## src/rtl/lcd_cyc_pkg.sv

```systemverilog
package lcd_cyc_pkg;

  typedef enum logic [1:0] {
    WAIT_NONE,
    WAIT_SHORT,
    WAIT_GLYPH,
    WAIT_CLEAR
  } waitClass_e;

  // strobes from control to datapath
  typedef struct packed {
    logic load;    // capture request fields
    logic sample;  // capture read byte
    logic drive;   // bus phase active (setup, high, hold)
  } cycStrobe_t;

  // round up so that no minimum is shortened
  function automatic int nsToCycles(longint ns, longint clkHz);
    return int'((ns * clkHz + 64'd999_999_999) / 64'd1_000_000_000);
  endfunction

endpackage

```

## src/rtl/lcd_cyc_ctrl.sv

```systemverilog
module lcd_cyc_ctrl
  import lcd_cyc_pkg::*;
#(
  parameter longint CLK_HZ    = 125_000_000,
  parameter longint SETUP_NS  = 140,
  parameter longint PULSE_NS  = 450,
  parameter longint PERIOD_NS = 1000,
  parameter longint HOLD_NS   = 10,
  parameter longint RDDLY_NS  = 320,
  parameter longint SHORT_NS  = 40_000,
  parameter longint GLYPH_NS  = 120_000,
  parameter longint CLEAR_NS  = 1_640_000
) (
  input  logic       clk,
  input  logic       rstN,
  input  logic       reqValid,
  input  waitClass_e waitSel,
  output cycStrobe_t stb,
  output logic       lcdE,
  output logic       busy,
  output logic       done
);

  localparam int SETUP_RAW = nsToCycles(SETUP_NS, CLK_HZ);
  localparam int SETUP_CYC = (SETUP_RAW < 1) ? 1 : SETUP_RAW;
  localparam int DLY_CYC   = nsToCycles(RDDLY_NS, CLK_HZ);
  localparam int PULSE_RAW = nsToCycles(PULSE_NS, CLK_HZ);
  localparam int HIGH_CYC  = (PULSE_RAW > DLY_CYC + 2) ? PULSE_RAW : DLY_CYC + 2;
  localparam int HOLD_RAW  = nsToCycles(HOLD_NS, CLK_HZ);
  localparam int HOLD_CYC  = (HOLD_RAW < 1) ? 1 : HOLD_RAW;
  localparam int GAP_RAW   = nsToCycles(PERIOD_NS, CLK_HZ) - HIGH_CYC - HOLD_CYC;
  localparam int GAP_CYC   = (GAP_RAW < 1) ? 1 : GAP_RAW;
  localparam int SHORT_RAW = nsToCycles(SHORT_NS, CLK_HZ);
  localparam int GLYPH_RAW = nsToCycles(GLYPH_NS, CLK_HZ);
  localparam int CLEAR_RAW = nsToCycles(CLEAR_NS, CLK_HZ);
  localparam int LIM_NONE  = GAP_CYC;
  localparam int LIM_SHORT = (SHORT_RAW > GAP_CYC) ? SHORT_RAW : GAP_CYC;
  localparam int LIM_GLYPH = (GLYPH_RAW > GAP_CYC) ? GLYPH_RAW : GAP_CYC;
  localparam int LIM_CLEAR = (CLEAR_RAW > GAP_CYC) ? CLEAR_RAW : GAP_CYC;
  localparam int MAX_A     = (LIM_SHORT > LIM_GLYPH) ? LIM_SHORT : LIM_GLYPH;
  localparam int MAX_B     = (LIM_CLEAR > HIGH_CYC) ? LIM_CLEAR : HIGH_CYC;
  localparam int MAX_C     = (MAX_A > MAX_B) ? MAX_A : MAX_B;
  localparam int MAX_ALL   = (MAX_C > SETUP_CYC) ? MAX_C : SETUP_CYC;
  localparam int CNT_W     = $clog2(MAX_ALL + 1);

  typedef enum logic [2:0] {S_IDLE, S_SETUP, S_HIGH, S_HOLD, S_WAIT} phase_e;

  phase_e           phase;
  logic [CNT_W-1:0] cnt;
  logic [CNT_W-1:0] waitLast;

  always_comb begin
    unique case (waitSel)
      WAIT_NONE:  waitLast = CNT_W'(LIM_NONE - 1);
      WAIT_SHORT: waitLast = CNT_W'(LIM_SHORT - 1);
      WAIT_GLYPH: waitLast = CNT_W'(LIM_GLYPH - 1);
      default:    waitLast = CNT_W'(LIM_CLEAR - 1);
    endcase
  end

  always_ff @(posedge clk or negedge rstN) begin
    if (!rstN) begin
      phase <= S_IDLE;
      cnt   <= '0;
      done  <= 1'b0;
    end else begin
      done <= 1'b0;
      cnt  <= cnt + 1'b1;
      unique case (phase)
        S_IDLE: begin
          cnt <= '0;
          if (reqValid) phase <= S_SETUP;
        end
        S_SETUP: if (cnt == CNT_W'(SETUP_CYC - 1)) begin
          phase <= S_HIGH;
          cnt   <= '0;
        end
        S_HIGH: if (cnt == CNT_W'(HIGH_CYC - 1)) begin
          phase <= S_HOLD;
          cnt   <= '0;
        end
        S_HOLD: if (cnt == CNT_W'(HOLD_CYC - 1)) begin
          phase <= S_WAIT;
          cnt   <= '0;
        end
        default: if (cnt == waitLast) begin
          phase <= S_IDLE;
          cnt   <= '0;
          done  <= 1'b1;
        end
      endcase
    end
  end

  assign lcdE       = (phase == S_HIGH);
  assign busy       = (phase != S_IDLE);
  assign stb.load   = (phase == S_IDLE) && reqValid;
  assign stb.sample = (phase == S_HIGH) && (cnt == CNT_W'(DLY_CYC));
  assign stb.drive  = (phase == S_SETUP) || (phase == S_HIGH) || (phase == S_HOLD);

  // enable only rises after the full setup count
  p_setup_before_e_r1: assert property (@(posedge clk) disable iff (!rstN)
    $rose(lcdE) |-> ($past(phase) == S_SETUP && $past(cnt) == CNT_W'(SETUP_CYC - 1)));
  // capture edge still inside the pulse
  p_sample_in_pulse_r4: assert property (@(posedge clk) disable iff (!rstN)
    stb.sample |=> lcdE);
  // an idle request is taken
  p_accept_busy_r9: assert property (@(posedge clk) disable iff (!rstN)
    (!busy && reqValid) |=> busy);
  // done is a lone pulse outside busy
  p_done_pulse_r10: assert property (@(posedge clk) disable iff (!rstN)
    done |=> !done);
  p_done_idle_r10: assert property (@(posedge clk) disable iff (!rstN)
    done |-> !busy);

endmodule

```

## src/rtl/lcd_cyc_path.sv

```systemverilog
module lcd_cyc_path
  import lcd_cyc_pkg::*;
(
  input  logic       clk,
  input  logic       rstN,
  input  cycStrobe_t stb,
  input  logic       busy,
  input  logic       reqRs,
  input  logic       reqRw,
  input  logic [7:0] reqData,
  input  logic [7:0] lcdDataIn,
  output waitClass_e waitSel,
  output logic       lcdRs,
  output logic       lcdRw,
  output logic [7:0] lcdDataOut,
  output logic       lcdDataOe,
  output logic [7:0] rdData
);

  logic       glyphMode;
  waitClass_e nextClass;

  always_comb begin
    if (reqRs)
      nextClass = glyphMode ? WAIT_GLYPH : WAIT_SHORT;
    else if (reqRw)
      nextClass = WAIT_NONE;
    else if (reqData[7:2] == 6'd0 && reqData[1:0] != 2'd0)
      nextClass = WAIT_CLEAR;
    else
      nextClass = WAIT_SHORT;
  end

  always_ff @(posedge clk or negedge rstN) begin
    if (!rstN) begin
      lcdRs      <= 1'b0;
      lcdRw      <= 1'b1;
      lcdDataOut <= '0;
      rdData     <= '0;
      glyphMode  <= 1'b0;
      waitSel    <= WAIT_NONE;
    end else begin
      if (stb.load) begin
        lcdRs      <= reqRs;
        lcdRw      <= reqRw;
        lcdDataOut <= reqData;
        waitSel    <= nextClass;
        if (!reqRs && !reqRw) begin
          if (reqData[7])                 glyphMode <= 1'b0;
          else if (reqData[7:6] == 2'b01) glyphMode <= 1'b1;
        end
      end
      if (stb.sample && lcdRw) rdData <= lcdDataIn;
    end
  end

  assign lcdDataOe = stb.drive && !lcdRw;

  // select and direction steady through the transaction
  p_rsrw_steady_r3: assert property (@(posedge clk) disable iff (!rstN)
    (busy && $past(busy)) |-> ($stable(lcdRs) && $stable(lcdRw)));
  // never drive during a read
  p_read_undriven_r4: assert property (@(posedge clk) disable iff (!rstN)
    (busy && lcdRw) |-> !lcdDataOe);
  // write byte steady while driven
  p_wdata_steady_r5: assert property (@(posedge clk) disable iff (!rstN)
    (lcdDataOe && $past(busy)) |-> $stable(lcdDataOut));

endmodule

```

## src/rtl/lcd_cycle_engine.sv

```systemverilog
module lcd_cycle_engine
  import lcd_cyc_pkg::*;
#(
  parameter longint CLK_HZ   = 125_000_000,
  parameter longint SHORT_NS = 40_000,
  parameter longint GLYPH_NS = 120_000,
  parameter longint CLEAR_NS = 1_640_000
) (
  input  logic       clk,
  input  logic       rstN,
  input  logic       reqValid,
  input  logic       reqRs,
  input  logic       reqRw,
  input  logic [7:0] reqData,
  output logic       busy,
  output logic       done,
  output logic [7:0] rdData,
  output logic       lcdRs,
  output logic       lcdRw,
  output logic       lcdE,
  output logic [7:0] lcdDataOut,
  output logic       lcdDataOe,
  input  logic [7:0] lcdDataIn
);

  cycStrobe_t stb;
  waitClass_e waitSel;

  lcd_cyc_ctrl #(
    .CLK_HZ(CLK_HZ), .SHORT_NS(SHORT_NS), .GLYPH_NS(GLYPH_NS), .CLEAR_NS(CLEAR_NS)
  ) uCtrl (
    .clk(clk), .rstN(rstN), .reqValid(reqValid), .waitSel(waitSel),
    .stb(stb), .lcdE(lcdE), .busy(busy), .done(done)
  );

  lcd_cyc_path uPath (
    .clk(clk), .rstN(rstN), .stb(stb), .busy(busy),
    .reqRs(reqRs), .reqRw(reqRw), .reqData(reqData), .lcdDataIn(lcdDataIn),
    .waitSel(waitSel), .lcdRs(lcdRs), .lcdRw(lcdRw),
    .lcdDataOut(lcdDataOut), .lcdDataOe(lcdDataOe), .rdData(rdData)
  );

endmodule

```

## config.mk

```make
export PLATFORM = sky130hd
export DESIGN_NAME = lcd_cycle_engine
export DESIGN_NICKNAME = d
export VERILOG_FILES = /design/src/rtl/lcd_cyc_pkg.sv /design/src/rtl/lcd_cyc_ctrl.sv /design/src/rtl/lcd_cyc_path.sv /design/src/rtl/lcd_cycle_engine.sv
export SDC_FILE = /design/constraint.sdc
export NUM_CORES = 1
export LEC_CHECK = 0
export ABC_CLOCK_PERIOD_IN_PS = 6500
export BUFFER_PORTS_ARGS = -buffer_cell sky130_fd_sc_hd__buf_2
export CAP_MARGIN = 20
export CORE_MARGIN = 3
export CORE_UTILIZATION = 51
export CTS_CLUSTER_DIAMETER = 80
export CTS_CLUSTER_SIZE = 8
export DETAILED_ROUTE_END_ITERATION = 10
export GPL_TIMING_DRIVEN = 0
export PLACE_DENSITY = 0.74
export SLEW_MARGIN = 20
export SYNTH_ARGS = -nofsm -noshare
export SYNTH_HDL_FRONTEND = slang
export SYNTH_SLANG_ARGS = --single-unit
export TNS_END_PERCENT = 50
```

## constraint.sdc

```tcl
create_clock -name clk -period 6.5 [get_ports clk]
set_input_delay 0.325 -clock clk [delete_from_list [all_inputs] [get_ports clk]]
set_output_delay 0.325 -clock clk [all_outputs]
set_load 0.02 [all_outputs]
```

==> impl_metrics.py <==
metrics = {
    "power_and_ir_drop": {
        "leakagePower_nw": 1.22,
        "p_per_area_nw_per_um2": 369,
        "vdd_ir_drop_max_mv": 0.190,
    },
    "setup_path": {
        "cp.arrival_ns": 2.62,
        "crit_chain": "inv_1, ha_1, or4b_1, o2bb2ai_1, a2111oi_1, or2_4, buf_8, mux2i_1",
        "start_kind": "flop",
        "crit_slowest_cell": "or4b_1",
        "max_stage_delay_ns": 0.53,
        "r2r_slack_ns": 4.06,
        "path_buf_inv": 2,
        "critPathTopFamily": "simple AND/OR/NAND/NOR gates",
        "path_class": "flop to flop",
        "cp_data_required_time_ns": 6.68,
        "worst_r2r_path_depth": 8,
        "endpoint_kind": "flop",
        "rr_endpoint": "uCtrl.phase[0]",
        "worstReg2RegStart": "uPath.waitSel[0]",
        "cp_max_fo": 10,
    },
    "placement": {
        "place_area_um2": 2450,
        "hpwlAfterDp_um": 3150,
        "globalplace.congestion": 0.806,
        "io_buffers": 42,
        "place_inst": 294,
    },
    "cells_and_area": {
        "fin_area_um2": 2540,
        "final_cells": 302,
        "syn2layout_area_growth_pct": 16.4,
        "drive_gt1_share_pct": 30.2,
        "layout_common_cells": "43 x buf_2, 42 x dfrtp_1, 31 x nor2_1",
        "register_area_um2": 1080,
        "nFillCells": 360,
        "multiInputGateArea_um2": 1020,
        "n_antenna_cell": 0,
        "nets": 279,
        "mostFrequentLayoutCell": "buf_2",
        "final_util_pct": 62.5,
    },
    "floorplanning": {
        "rows": 23,
        "die_w_um": 71.4,
        "start_util_pct": 53.7,
        "dieHeight_um": 71.4,
        "core_um2": 4060,
        "ios": 43,
        "dieArea_um2": 5090,
    },
    "global_routing": {
        "grt_usage_pct": 18.3,
        "antenna_found_initial": 0,
        "grt_max_degree": 44,
        "gr-total-overflow": 0,
        "grt_first_pass_wirelength_um": 7450,
        "grt_pass1_vias": 1660,
    },
    "yosys": {
        "yosysUniqueCellTypes": 42,
        "syn-instance-count": 202,
        "synth_nets": 230,
        "async_flop_share_pct": 100,
        "ys_ff_latch": 43,
        "synth_ff_type": "dfrtp_1",
        "synthesis.area_um2": 2180,
        "synth-seq-area-share_pct": 49.5,
        "synth_edf_count": 0,
        "yosys_warnings": 0,
        "syn_area_per_cell_um2": 10.8,
    },
    "clock_network": {
        "path_clk_slew_ns": 0.08,
        "cts_tree": "yes",
        "holdBufCountCts": 0,
        "post-cts-setup-buffer-count": 0,
        "cts_sinks": 43,
        "cts_buffers": 5,
        "clockBufferDepth": 2,
        "cts_resized": 0,
        "clock-root-buffer": "clkbuf_8",
        "h-tree-depth": 2,
        "clk-insertion-delay-late_ns": 0.29,
    },
    "sta": {
        "max-slew-margin-rel_pct": 38.6,
        "fin_crit_sh_pct": 37.6,
        "final.setup.tns_ns": 0,
        "setup_viol": 0,
        "fin_crit_ns": 2.44,
        "skew_ns": 0.00908,
        "worst_slew_pin_slew_ns": 0.920,
        "hold_viol_final": 0,
        "max_freq_mhz": 409,
        "final-max-slew-violation-count": 0,
        "rsz0062_at_grt": "false",
    },
    "run": {
        "maxCapViolCount": 0,
    },
    "route": {
        "drt-total-wl_um": 4300,
        "firstDrtPassIters": 5,
        "final_antenna_net_count": 0,
        "routedWlPerCell_um": 14.2,
        "drc": 0,
        "first_iter_violations": 118,
        "num_vias": 1633,
        "viasPerCell": 5.41,
    },
    "hold_path": {
        "hold_class": "primary input to async pin",
    },
    "run_status": {
        "status": "complete, no violations",
    },
}
==> registers in the layout, indices dropped and copies added (netlist names) <==
register,cells
uCtrl.cnt,18
uPath.lcdDataOut,8
uPath.rdData,8
uCtrl.phase,3
uPath.waitSel,2
uCtrl.done,1
uPath.glyphMode,1
uPath.lcdRs,1
uPath.lcdRw,1
==> layer usage <==
metal	GRT usage, %	vias to the layer above	routed length (um)
li1	-	810	-
met3	4.49	4	159
met2	30.1	34	2070
met1	23.6	785	2020
met4	6.05	0	48
met5	0	-	0
==> synth_stat cells, drive strengths merged, types with 2 or more instances <==
| cell | number | area share (%) |
|---|---|---|
| a2111oi | 2 | 0.86 |
| a31oi | 5 | 1.4 |
| and3 | 4 | 1.1 |
| buf | 4 | 2.0 |
| dfrtp | 42 | 48 |
| ha | 7 | 4.0 |
| inv | 9 | 1.6 |
| mux2 | 18 | 9.3 |
| nand2 | 8 | 1.4 |
| nand2b | 2 | 0.57 |
| nand3 | 9 | 2.1 |
| nand4 | 7 | 2.0 |
| nand4b | 2 | 0.80 |
| nor2 | 31 | 5.3 |
| nor2b | 2 | 0.57 |
| nor3 | 8 | 1.8 |
| nor4 | 2 | 0.57 |
| nor4b | 2 | 0.80 |
| o21ai | 4 | 0.92 |
| or4b | 2 | 1.1 |
| xnor2 | 6 | 2.4 |
| xor2 | 11 | 4.4 |
==> kinds of logic after synthesis <==
logic type      Yosys count  share of synthesized area, %
mux                      19                          9.76
compound gates           18                          6.26
flops                    43                          49.5
buf+inv                  14                          3.68
fa+ha+maj                 7                          4.02
simple gates             84                          20.0
xor+xnor                 17                          6.84
==> worst max-delay path by stage <==
stage	endpoint	cells after the start	slack, ns	start
2_1_floorplan	uCtrl.phase[0]	8	4.32	uPath.waitSel[0]
3_3_place_gp	uCtrl.phase[0]	8	4.10	uPath.waitSel[0]
3_5_place_dp	uCtrl.phase[0]	8	4.05	uPath.waitSel[0]
4_1_cts	uCtrl.cnt[7]	8	4.04	uPath.waitSel[0]
5_1_grt	uCtrl.cnt[0]	8	3.87	uPath.waitSel[0]
6_report	uCtrl.phase[0]	8	4.06	uPath.waitSel[0]
==> cell type report <==
cell class,count,area share [%]
plain buffers,5,1.83
repair buffers,42,8.29
clock inverters,2,0.493
clock buffers,6,2.86
multi-input cells,145,40.3
inverters,9,1.33
flip-flops and latches,43,42.5
well taps,50,2.47
==> per-stage QoR <==
stage / worst slack [ns] / hold slack, ns / power (W)
CTS: 4.04 / 0.205 / 0.000948
global placement: 4.10 / 0.484 / 0.000772
detailed placement: 4.05 / 0.492 / 0.000781
finish: 4.06 / 0.152 / 0.000937
global route: 3.87 / 0.236 / 0.00100
floorplan: 4.32 / 0.0294 / 0.000662
==> report_power, final <==
group	switching, W	internal (W)	total, W
sequential	0.0000518	0.000330	0.000382
combinational	0.000217	0.000172	0.000390
clock	0.0000899	0.0000751	0.000165
==> worst reg2reg max path, cell delays in order, from the launching register on <==
cell	delay, ns
dfrtp_1	0.39
inv_1	0.09
ha_1	0.31
or4b_1	0.53
o2bb2ai_1	0.14
a2111oi_1	0.44
or2_4	0.23
buf_8	0.13
mux2i_1	0.07
Power figures use the tool's default switching activity.
